==> config.mk <==
export PLATFORM = sky130hd
export DESIGN_NAME = tuser_trig_unit
export DESIGN_NICKNAME = d
export VERILOG_FILES = /design/src/rtl/tuser_trig_pkg.sv /design/src/rtl/tuser_bit_match.sv /design/src/rtl/tuser_trig_chan.sv /design/src/rtl/tuser_trig_seq.sv /design/src/rtl/tuser_trig_unit.sv
export SDC_FILE = /design/constraint.sdc
export NUM_CORES = 1
export LEC_CHECK = 0
export BUFFER_PORTS_ARGS = -buffer_cell sky130_fd_sc_hd__buf_2
export CORE_MARGIN = 2
export CORE_UTILIZATION = 45
export CTS_CLUSTER_SIZE = 20
export DETAILED_ROUTE_END_ITERATION = 12
export PLACE_DENSITY_LB_ADDON = 0.2
export SETUP_SLACK_MARGIN = 0.15
export SYNTH_ARGS = -nofsm -noshare
export SYNTH_HDL_FRONTEND = slang
export SYNTH_HIERARCHICAL = 1
export SYNTH_SLANG_ARGS = --single-unit
==> constraint.sdc <==
create_clock -name clk -period 2.8 [get_ports clk]
set_input_delay 0.28 -clock clk [delete_from_list [all_inputs] [get_ports clk]]
set_output_delay 0.28 -clock clk [all_outputs]
set_load 0.05 [all_outputs]
==> src/rtl/tuser_trig_pkg.sv <==
package tuser_trig_pkg;

    typedef enum logic [1:0] {
        CND_LOW  = 2'd0,
        CND_HIGH = 2'd1,
        CND_RISE = 2'd2,
        CND_FALL = 2'd3
    } cond_e;

    typedef enum logic [1:0] {
        MD_OFF  = 2'd0,
        MD_ONCE = 2'd1,
        MD_CONT = 2'd2,
        MD_RSVD = 2'd3
    } mode_e;

    typedef enum logic {
        SQ_WAIT_UPD = 1'b0,
        SQ_WAIT_FIN = 1'b1
    } seq_e;

    typedef struct packed {
        logic armed;
        logic status;
    } chan_st_t;

    typedef struct packed {
        seq_e st;
        logic commit;
        logic align;
    } seq_st_t;

endpackage

==> src/rtl/tuser_bit_match.sv <==
module tuser_bit_match
    import tuser_trig_pkg::*;
#(
    parameter  int TUSER_W = 8,
    localparam int IDX_W   = (TUSER_W > 1) ? $clog2(TUSER_W) : 1
) (
    input  logic               valid,
    input  logic [TUSER_W-1:0] tuser,
    input  logic [TUSER_W-1:0] prev_tuser,
    input  logic [IDX_W-1:0]   sel,
    input  logic [1:0]         cond,
    output logic               hit
);
    localparam logic [IDX_W:0] LIMIT = TUSER_W[IDX_W:0];

    logic cur_bit;
    logic old_bit;

    always_comb begin
        cur_bit = 1'b0;
        old_bit = 1'b0;
        if ({1'b0, sel} < LIMIT) begin
            cur_bit = tuser[sel];
            old_bit = prev_tuser[sel];
        end
        hit = 1'b0;
        case (cond_e'(cond))
            CND_LOW:  hit = valid && !cur_bit;
            CND_HIGH: hit = valid && cur_bit;
            CND_RISE: hit = valid && cur_bit && !old_bit;
            CND_FALL: hit = valid && !cur_bit && old_bit;
        endcase
    end
endmodule

==> src/rtl/tuser_trig_chan.sv <==
module tuser_trig_chan
    import tuser_trig_pkg::*;
(
    input  logic       clk,
    input  logic       rst_n,
    input  logic       hit,
    input  logic       permit,
    input  logic [1:0] mode,
    input  logic       arm,
    input  logic       clr,
    output logic       fire,
    output logic       status,
    output logic       armed
);
    chan_st_t st_d, st_q;
    mode_e    md;

    assign md = mode_e'(mode);

    always_comb begin
        fire = hit && permit &&
               ((md == MD_CONT) || ((md == MD_ONCE) && st_q.armed));
        st_d = st_q;
        if (fire && (md == MD_ONCE)) st_d.armed = 1'b0;
        if (arm)                     st_d.armed = 1'b1;
        if (clr)                     st_d.status = 1'b0;
        if (fire)                    st_d.status = 1'b1;
    end

    always_ff @(posedge clk or negedge rst_n) begin
        if (!rst_n) st_q <= '0;
        else        st_q <= st_d;
    end

    assign status = st_q.status;
    assign armed  = st_q.armed;
endmodule

==> src/rtl/tuser_trig_seq.sv <==
module tuser_trig_seq
    import tuser_trig_pkg::*;
(
    input  logic clk,
    input  logic rst_n,
    input  logic upd_fire,
    input  logic fin_fire,
    output logic fin_permit,
    output logic commit,
    output logic align,
    output logic awaiting
);
    seq_st_t sq_d, sq_q;

    always_comb begin
        fin_permit = (sq_q.st == SQ_WAIT_FIN) && !upd_fire;
        sq_d        = sq_q;
        sq_d.commit = upd_fire;
        sq_d.align  = fin_fire;
        if (upd_fire)      sq_d.st = SQ_WAIT_FIN;
        else if (fin_fire) sq_d.st = SQ_WAIT_UPD;
    end

    always_ff @(posedge clk or negedge rst_n) begin
        if (!rst_n) sq_q <= '{st: SQ_WAIT_UPD, commit: 1'b0, align: 1'b0};
        else        sq_q <= sq_d;
    end

    assign commit   = sq_q.commit;
    assign align    = sq_q.align;
    assign awaiting = (sq_q.st == SQ_WAIT_FIN);
endmodule

==> src/rtl/tuser_trig_unit.sv <==
module tuser_trig_unit
    import tuser_trig_pkg::*;
#(
    parameter  int TUSER_W = 8,
    localparam int IDX_W   = (TUSER_W > 1) ? $clog2(TUSER_W) : 1
) (
    input  logic               clk,
    input  logic               rst_n,
    input  logic               s_valid,
    input  logic [TUSER_W-1:0] s_tuser,
    input  logic [IDX_W-1:0]   upd_sel,
    input  logic [1:0]         upd_cond,
    input  logic [1:0]         upd_mode,
    input  logic               upd_arm,
    input  logic               upd_clr,
    input  logic [IDX_W-1:0]   fin_sel,
    input  logic [1:0]         fin_cond,
    input  logic [1:0]         fin_mode,
    input  logic               fin_arm,
    input  logic               fin_clr,
    output logic               commit_o,
    output logic               align_o,
    output logic               await_align_o,
    output logic               upd_status_o,
    output logic               fin_status_o,
    output logic               upd_armed_o,
    output logic               fin_armed_o
);
    localparam int NCH = 2;

    logic [TUSER_W-1:0] prev_d, prev_q;

    logic [NCH-1:0][IDX_W-1:0] sel_a;
    logic [NCH-1:0][1:0]       cond_a;
    logic [NCH-1:0][1:0]       mode_a;
    logic [NCH-1:0]            arm_a, clr_a, permit_a;
    logic [NCH-1:0]            hit_a, fire_a, status_a, armed_a;
    logic                      fin_permit;

    // Remembered beat for edge conditions: follows valid beats only.
    always_comb begin
        prev_d = prev_q;
        if (s_valid) prev_d = s_tuser;
    end

    always_ff @(posedge clk or negedge rst_n) begin
        if (!rst_n) prev_q <= '0;
        else        prev_q <= prev_d;
    end

    // Channel 0 is the update trigger, channel 1 the frame-init trigger.
    assign sel_a    = {fin_sel,  upd_sel};
    assign cond_a   = {fin_cond, upd_cond};
    assign mode_a   = {fin_mode, upd_mode};
    assign arm_a    = {fin_arm,  upd_arm};
    assign clr_a    = {fin_clr,  upd_clr};
    assign permit_a = {fin_permit, 1'b1};

    for (genvar c = 0; c < NCH; c++) begin : g_ch
        tuser_bit_match #(.TUSER_W(TUSER_W)) u_match (
            .valid      (s_valid),
            .tuser      (s_tuser),
            .prev_tuser (prev_q),
            .sel        (sel_a[c]),
            .cond       (cond_a[c]),
            .hit        (hit_a[c])
        );

        tuser_trig_chan u_chan (
            .clk    (clk),
            .rst_n  (rst_n),
            .hit    (hit_a[c]),
            .permit (permit_a[c]),
            .mode   (mode_a[c]),
            .arm    (arm_a[c]),
            .clr    (clr_a[c]),
            .fire   (fire_a[c]),
            .status (status_a[c]),
            .armed  (armed_a[c])
        );
    end

    tuser_trig_seq u_seq (
        .clk        (clk),
        .rst_n      (rst_n),
        .upd_fire   (fire_a[0]),
        .fin_fire   (fire_a[1]),
        .fin_permit (fin_permit),
        .commit     (commit_o),
        .align      (align_o),
        .awaiting   (await_align_o)
    );

    assign upd_status_o = status_a[0];
    assign fin_status_o = status_a[1];
    assign upd_armed_o  = armed_a[0];
    assign fin_armed_o  = armed_a[1];
endmodule

After elaboration in Yosys (flattened, before gate mapping) --
Cells that the tools add are included.
Storage, ports and cells: bits in registers 15, input bits 29, output and inout port bits 7, logic and storage cells 70
Cells by class: $lt $le $gt $ge 2, equal/unequal tests 10, mux-type cells 20, reduce and logical (&&, ||, !) cells 30
Operators with widths (count):
- 1-bit logical AND | 16
- 1-bit two-way mux | 14
- 1-bit binary-select mux with 3-bit select | 4
- 2-bit == test, second input constant | 6
- 2-bit nonzero test | 5
- 2-bit by 1-bit == test with 1-bit output, second input constant | 4
- 3-bit by 4-bit less-than comparator with 1-bit output, second input constant | 2
- 1-bit case mux with 4 select lines | 2
- 1-bit logical NOT | 5
- 2-bit logical NOT | 2
- 1-bit logical OR | 2

Longest topological paths before layout --
word-level depth 14, depth in mapped cells 12, mapped depth without buffers 12

Cells and area by module --
Netlist, hierarchy kept.
By module, submodules not included:
- tuser_trig_unit | instances 1, cells an instance 18, area an instance 335.3 µm², seq. area each 200.2 µm²
- tuser_bit_match | instances 2, cells an instance 12, area an instance 165.2 µm², seq. area each 0.0 µm²
- tuser_trig_chan | instances 2, cells an instance 11, area an instance 131.4 µm², seq. area each 50.0 µm²
- tuser_trig_seq | instances 1, cells an instance 6, area an instance 92.6 µm², seq. area each 75.1 µm²

Worst setup path after synthesis --
Ideal clock, no wire load.
kind input to register, start point input upd_sel[0], end point register u_seq.sq_q (netlist bit u_seq/awaiting), library setup time 0.065 ns, data arrival time 2.423 ns, required time 2.735 ns, slack 0.312 ns, stages 11, path buffers 0, cells stage by stage mux4_1 -> mux2_4 -> or3_1 -> a31oi_1 -> nand2_1 -> a21oi_1 -> nor2b_1 -> nand2_1 -> a21oi_1 -> inv_1 -> a21o_1
Between the ends: word-level cells in the longest chain between the ends 12, elaborated cells on any way between the ends 18, those cells by class 6 x mux; 12 x reduce/logical
Ends and longest elaborated chain:
- from (decl) | line tuser_trig_unit.sv:11 | input logic [IDX_W-1:0] upd_sel,
- 1-bit binary-select mux with 3-bit select | line tuser_bit_match.sv:23 | cur_bit = tuser[sel];
- 1-bit two-way mux (not written as such) | line tuser_bit_match.sv:23
- 1-bit logical NOT | line tuser_bit_match.sv:28, tuser_bit_match.sv:31
- 1-bit logical AND | line tuser_bit_match.sv:28, tuser_bit_match.sv:31
- 1-bit logical AND | line tuser_bit_match.sv:31 | CND_FALL: hit = valid && !cur_bit && old_bit;
- 1-bit case mux with 4 select lines (*) | line tuser_bit_match.sv:27 | case (cond_e'(cond))
- net hit_a[0] | line tuser_trig_unit.sv:37 | logic [NCH-1:0] hit_a, fire_a, status_a, armed_a;
- 1-bit logical AND (*) | line tuser_trig_chan.sv:21 | fire = hit && permit &&
- net fire_a[0] | line tuser_trig_unit.sv:37
- 1-bit logical NOT (*) | line tuser_trig_seq.sv:16 | fin_permit = (sq_q.st == SQ_WAIT_FIN) && !upd_fire;
- 1-bit logical AND (*) | line tuser_trig_seq.sv:16
- net fin_permit | line tuser_trig_unit.sv:38 | logic fin_permit;
- 1-bit logical AND (*) (2 in a row) | line tuser_trig_chan.sv:21
- net fire_a[1] | line tuser_trig_unit.sv:37
- 2-bit nonzero test (no line) (*)
- to (signal assigned) | line tuser_trig_seq.sv:25 | if (!rst_n) sq_q <= '{st: SQ_WAIT_UPD, commit: 1'b0, align: 1'b0};
- to (signal assigned) | line tuser_trig_seq.sv:26 | else sq_q <= sq_d;
- to (decl) | line tuser_trig_seq.sv:13 | seq_st_t sq_d, sq_q;
Mark *: on every way through the listed nets, which the timed path passes. The rest lies on a longest branch. The select of a mux whose other input is x is not followed. A chain may end at the register's enable or synchronous reset.

Worst setup path in the final report --
Same ends and word-level chain as after synthesis.

==> impl_metrics.json <==
{
  "outcome": "finished, final reports clean",
  "clock-sinks": 15,
  "wl_microns": 1983,
  "clk_path_buf_depth": 2,
  "ys_types": 21,
  "setup_viol_count_final": 0,
  "cp_num_buf_inv": 2,
  "drive_gt1_share_pct": 50.00,
  "ys_top_cells_by_count": "dfrtp_1 (15), mux2_4 (10), mux4_1 (8)",
  "post_dp_cell_area_sq_um": 1239,
  "hold_violations": 0,
  "netlist.area_leader.share_pct": 36.76,
  "grt_max_degree": 16,
  "firstDrtPassIters": 4,
  "numCtsBuffers": 3,
  "core_area_sq_um": 2170,
  "yosysWarnings": 6,
  "grt_setup_unrepaired": "false",
  "synth_edf_count": 0,
  "route.detailed.drc": 0,
  "cp.arrival_ns": 2.63,
  "drt.antenna.violating_nets": 0,
  "post_drt_wl_per_cell_microns": 14.16,
  "cp_slowest_cell": "mux4_1",
  "diodes": 0,
  "hpwl_microns": 1650,
  "start_kind": "primary input",
  "avgSynthCellArea_sq_um": 14.59,
  "crit_required_ns": 3.02,
  "die_h_microns": 51.63,
  "clock.fmax_mhz": 414.3,
  "track_usage_pct": 17.06,
  "postSynth.asyncResetShare_pct": 100.0,
  "nNetsFinal": 142,
  "vias": 737,
  "cts-root-buf": "clkbuf_4",
  "syn_to_final_growth_pct": 24.88,
  "drtIter0Drc": 13,
  "ys_seq_area_share_pct": 36.76,
  "cpPeakStageDelay_ns": 0.58,
  "leakage_uw": 0.0006547,
  "synth_top_cell_by_area": "dfrtp_1",
  "cts_resized": 0,
  "grt_pass1_wl_microns": 3284,
  "synthTopCellsByArea": "dfrtp_1 (37%), mux4_1 (21%), mux2_4 (15%)",
  "h-tree-depth": 1,
  "cts_tree": "yes",
  "place.gp.congestion": 0.7426,
  "initial_utilization_pct": 47.06,
  "synth_flop_cell": "dfrtp_1",
  "row_count": 17,
  "path_cells": "buf_2, mux4_1, mux2_4, or3_1, a31oi_1, nand2_1, a21oi_1, nor2b_1, nand2_1, a21oi_1, inv_1, a21o_1",
  "fin_tns_setup_ns": 0,
  "final_area_sq_um": 1275,
  "setup_slack_ns": 0.3865,
  "vias_per_cell": 5.264,
  "crit_fanout": 4,
  "critical_path_class": "primary input to flop",
  "yosysMostFrequentCell": "dfrtp_1",
  "peakVddDrop_mv": 0.2943,
  "io_buffers": 35,
  "clock_skew_ns": 0.005081,
  "dieArea_sq_um": 2666,
  "end_kind": "flop",
  "crit_family": "multiplexers",
  "cts_setup_buffers": 0,
  "ys_ff_latch": 15,
  "fin_crit_ns": 2.414,
  "ios": 36,
  "fin_crit_sh_pct": 86.20,
  "synth.cell_area_sq_um": 1021,
  "synth_cells": 70,
  "path_clk_slew_ns": 0.08,
  "die_w_microns": 51.63,
  "grt_overflow_total": 0,
  "cts_hold_buf": 1,
  "post-place-ws_ns": 0.07725,
  "insertion_delay_ns": 0.28,
  "grt_pass1_vias": 735,
  "max-cap-violations": 0,
  "nFillCells": 195,
  "antenna_found_initial": 0,
  "powerDensity_nw_per_um2": 466.3,
  "finalMaxSlewViolations": 0,
  "hold_path.class": "primary input to flop"
}
==> through the flow <==
stage / instances / hold slack [ns] / total power [uW] / utilization (%)
final: 140 / 0.1750 / 594.6 / 58.77
after global routing: 140 / 0.1501 / 637.0 / 58.77
after CTS: 140 / 0.1694 / 603.0 / 58.77
after detailed placement: 135 / 0.2051 / 480.2 / 57.09
after global placement: 135 / 0.2002 / 473.6 / 57.09
after floorplan: 71 / -0.01559 / 412.9 / -
==> kinds of logic after synthesis <==
kind of cell,Yosys count,share of synthesized area (%)
AO/OA/AOI/OAI,11,8.333
AND/OR/NAND/NOR,15,12.62
XOR/XNOR,2,1.716
other,1,0.3673
multiplexers,20,37.25
buffers and inverters,6,2.941
flip-flops,15,36.76
==> cell usage in the layout, fill, tap and decap left out <==
master         synthesis  final
o221ai_2               2      2
inv_1                  5      5
clkbuf_1               0      1
buf_4                  0      2
or3_1                  2      2
nand3b_1               2      2
nand3_1                2      2
a21oi_1                2      2
mux2_4                10     10
nand2b_1               2      2
a21o_1                 3      3
mux2i_1                2      2
nor2b_1                1      1
dlygate4sd3_1          0      1
conb_1                 1      2
nand2_1                2      2
nand4b_4               2      2
mux4_1                 8      8
clkbuf_4               0      3
xnor2_1                2      2
o21ai_0                2      2
a31oi_1                2      2
buf_2                  0     35
dfrtp_1               15     15
nand2b_2               2      2
==> routing by layer <==
metal	vias to the layer above	share of wire (%)	track usage, %
met5	-	0	0
met4	0	0.50	3.947
met3	2	5.6	6.322
met2	21	55	31.41
met1	356	39	18.42
li1	358	-	-
==> worst reg2reg max path, delay by kind of cell (launching register included) <==
kind / cells / cell delay, ns
buffers and inverters: 1 / 0.06
DFF: 1 / 0.40
muxes: 2 / 0.69
and+or+nand+nor: 4 / 0.61
AOI/OAI and AO/OA: 4 / 0.49
==> cell type report <==
type	instances	area, sq um	area share (%)
Clock buffer	4	26.28	2.061
Inverter	5	18.77	1.472
Sequential cell	15	375.4	29.44
Timing Repair Buffer	38	200.2	15.70
Multi-Input combinational cell	50	619.3	48.58
Tap cell	28	35.03	2.748
==> sequential cells by signal (all words and copies together), names as in the netlist <==
name	count
u_seq/awaiting	1
g_ch.u_chan/status	2
g_ch.u_chan/armed	2
prev_q	8
u_seq/commit	1
u_seq/align	1
==> power breakdown <==
group,switching (uW),internal (uW)
combinational,117,99.3
sequential,17.1,242
clock,64.4,55.3
total,198,396
==> path summary, 6_finish.rpt <==
kind / startpoint / endpoint / slack [ns] / depth (start not counted)
setup / recovery: upd_sel[0] / u_seq/awaiting / 0.39 / 12
hold / removal: fin_arm / g_ch[1].u_chan/armed / 0.17 / 2
min in group asynchronous: rst_n / prev_q[3] / 0.43 / 2
max in group asynchronous: rst_n / u_seq/align / 2.11 / 2
hold reg to reg: g_ch[0].u_chan/status / g_ch[0].u_chan/status / 0.50 / 2
setup reg to reg: prev_q[3] / u_seq/awaiting / 0.44 / 11
No activity file was read; power rests on OpenSTA's default activity.
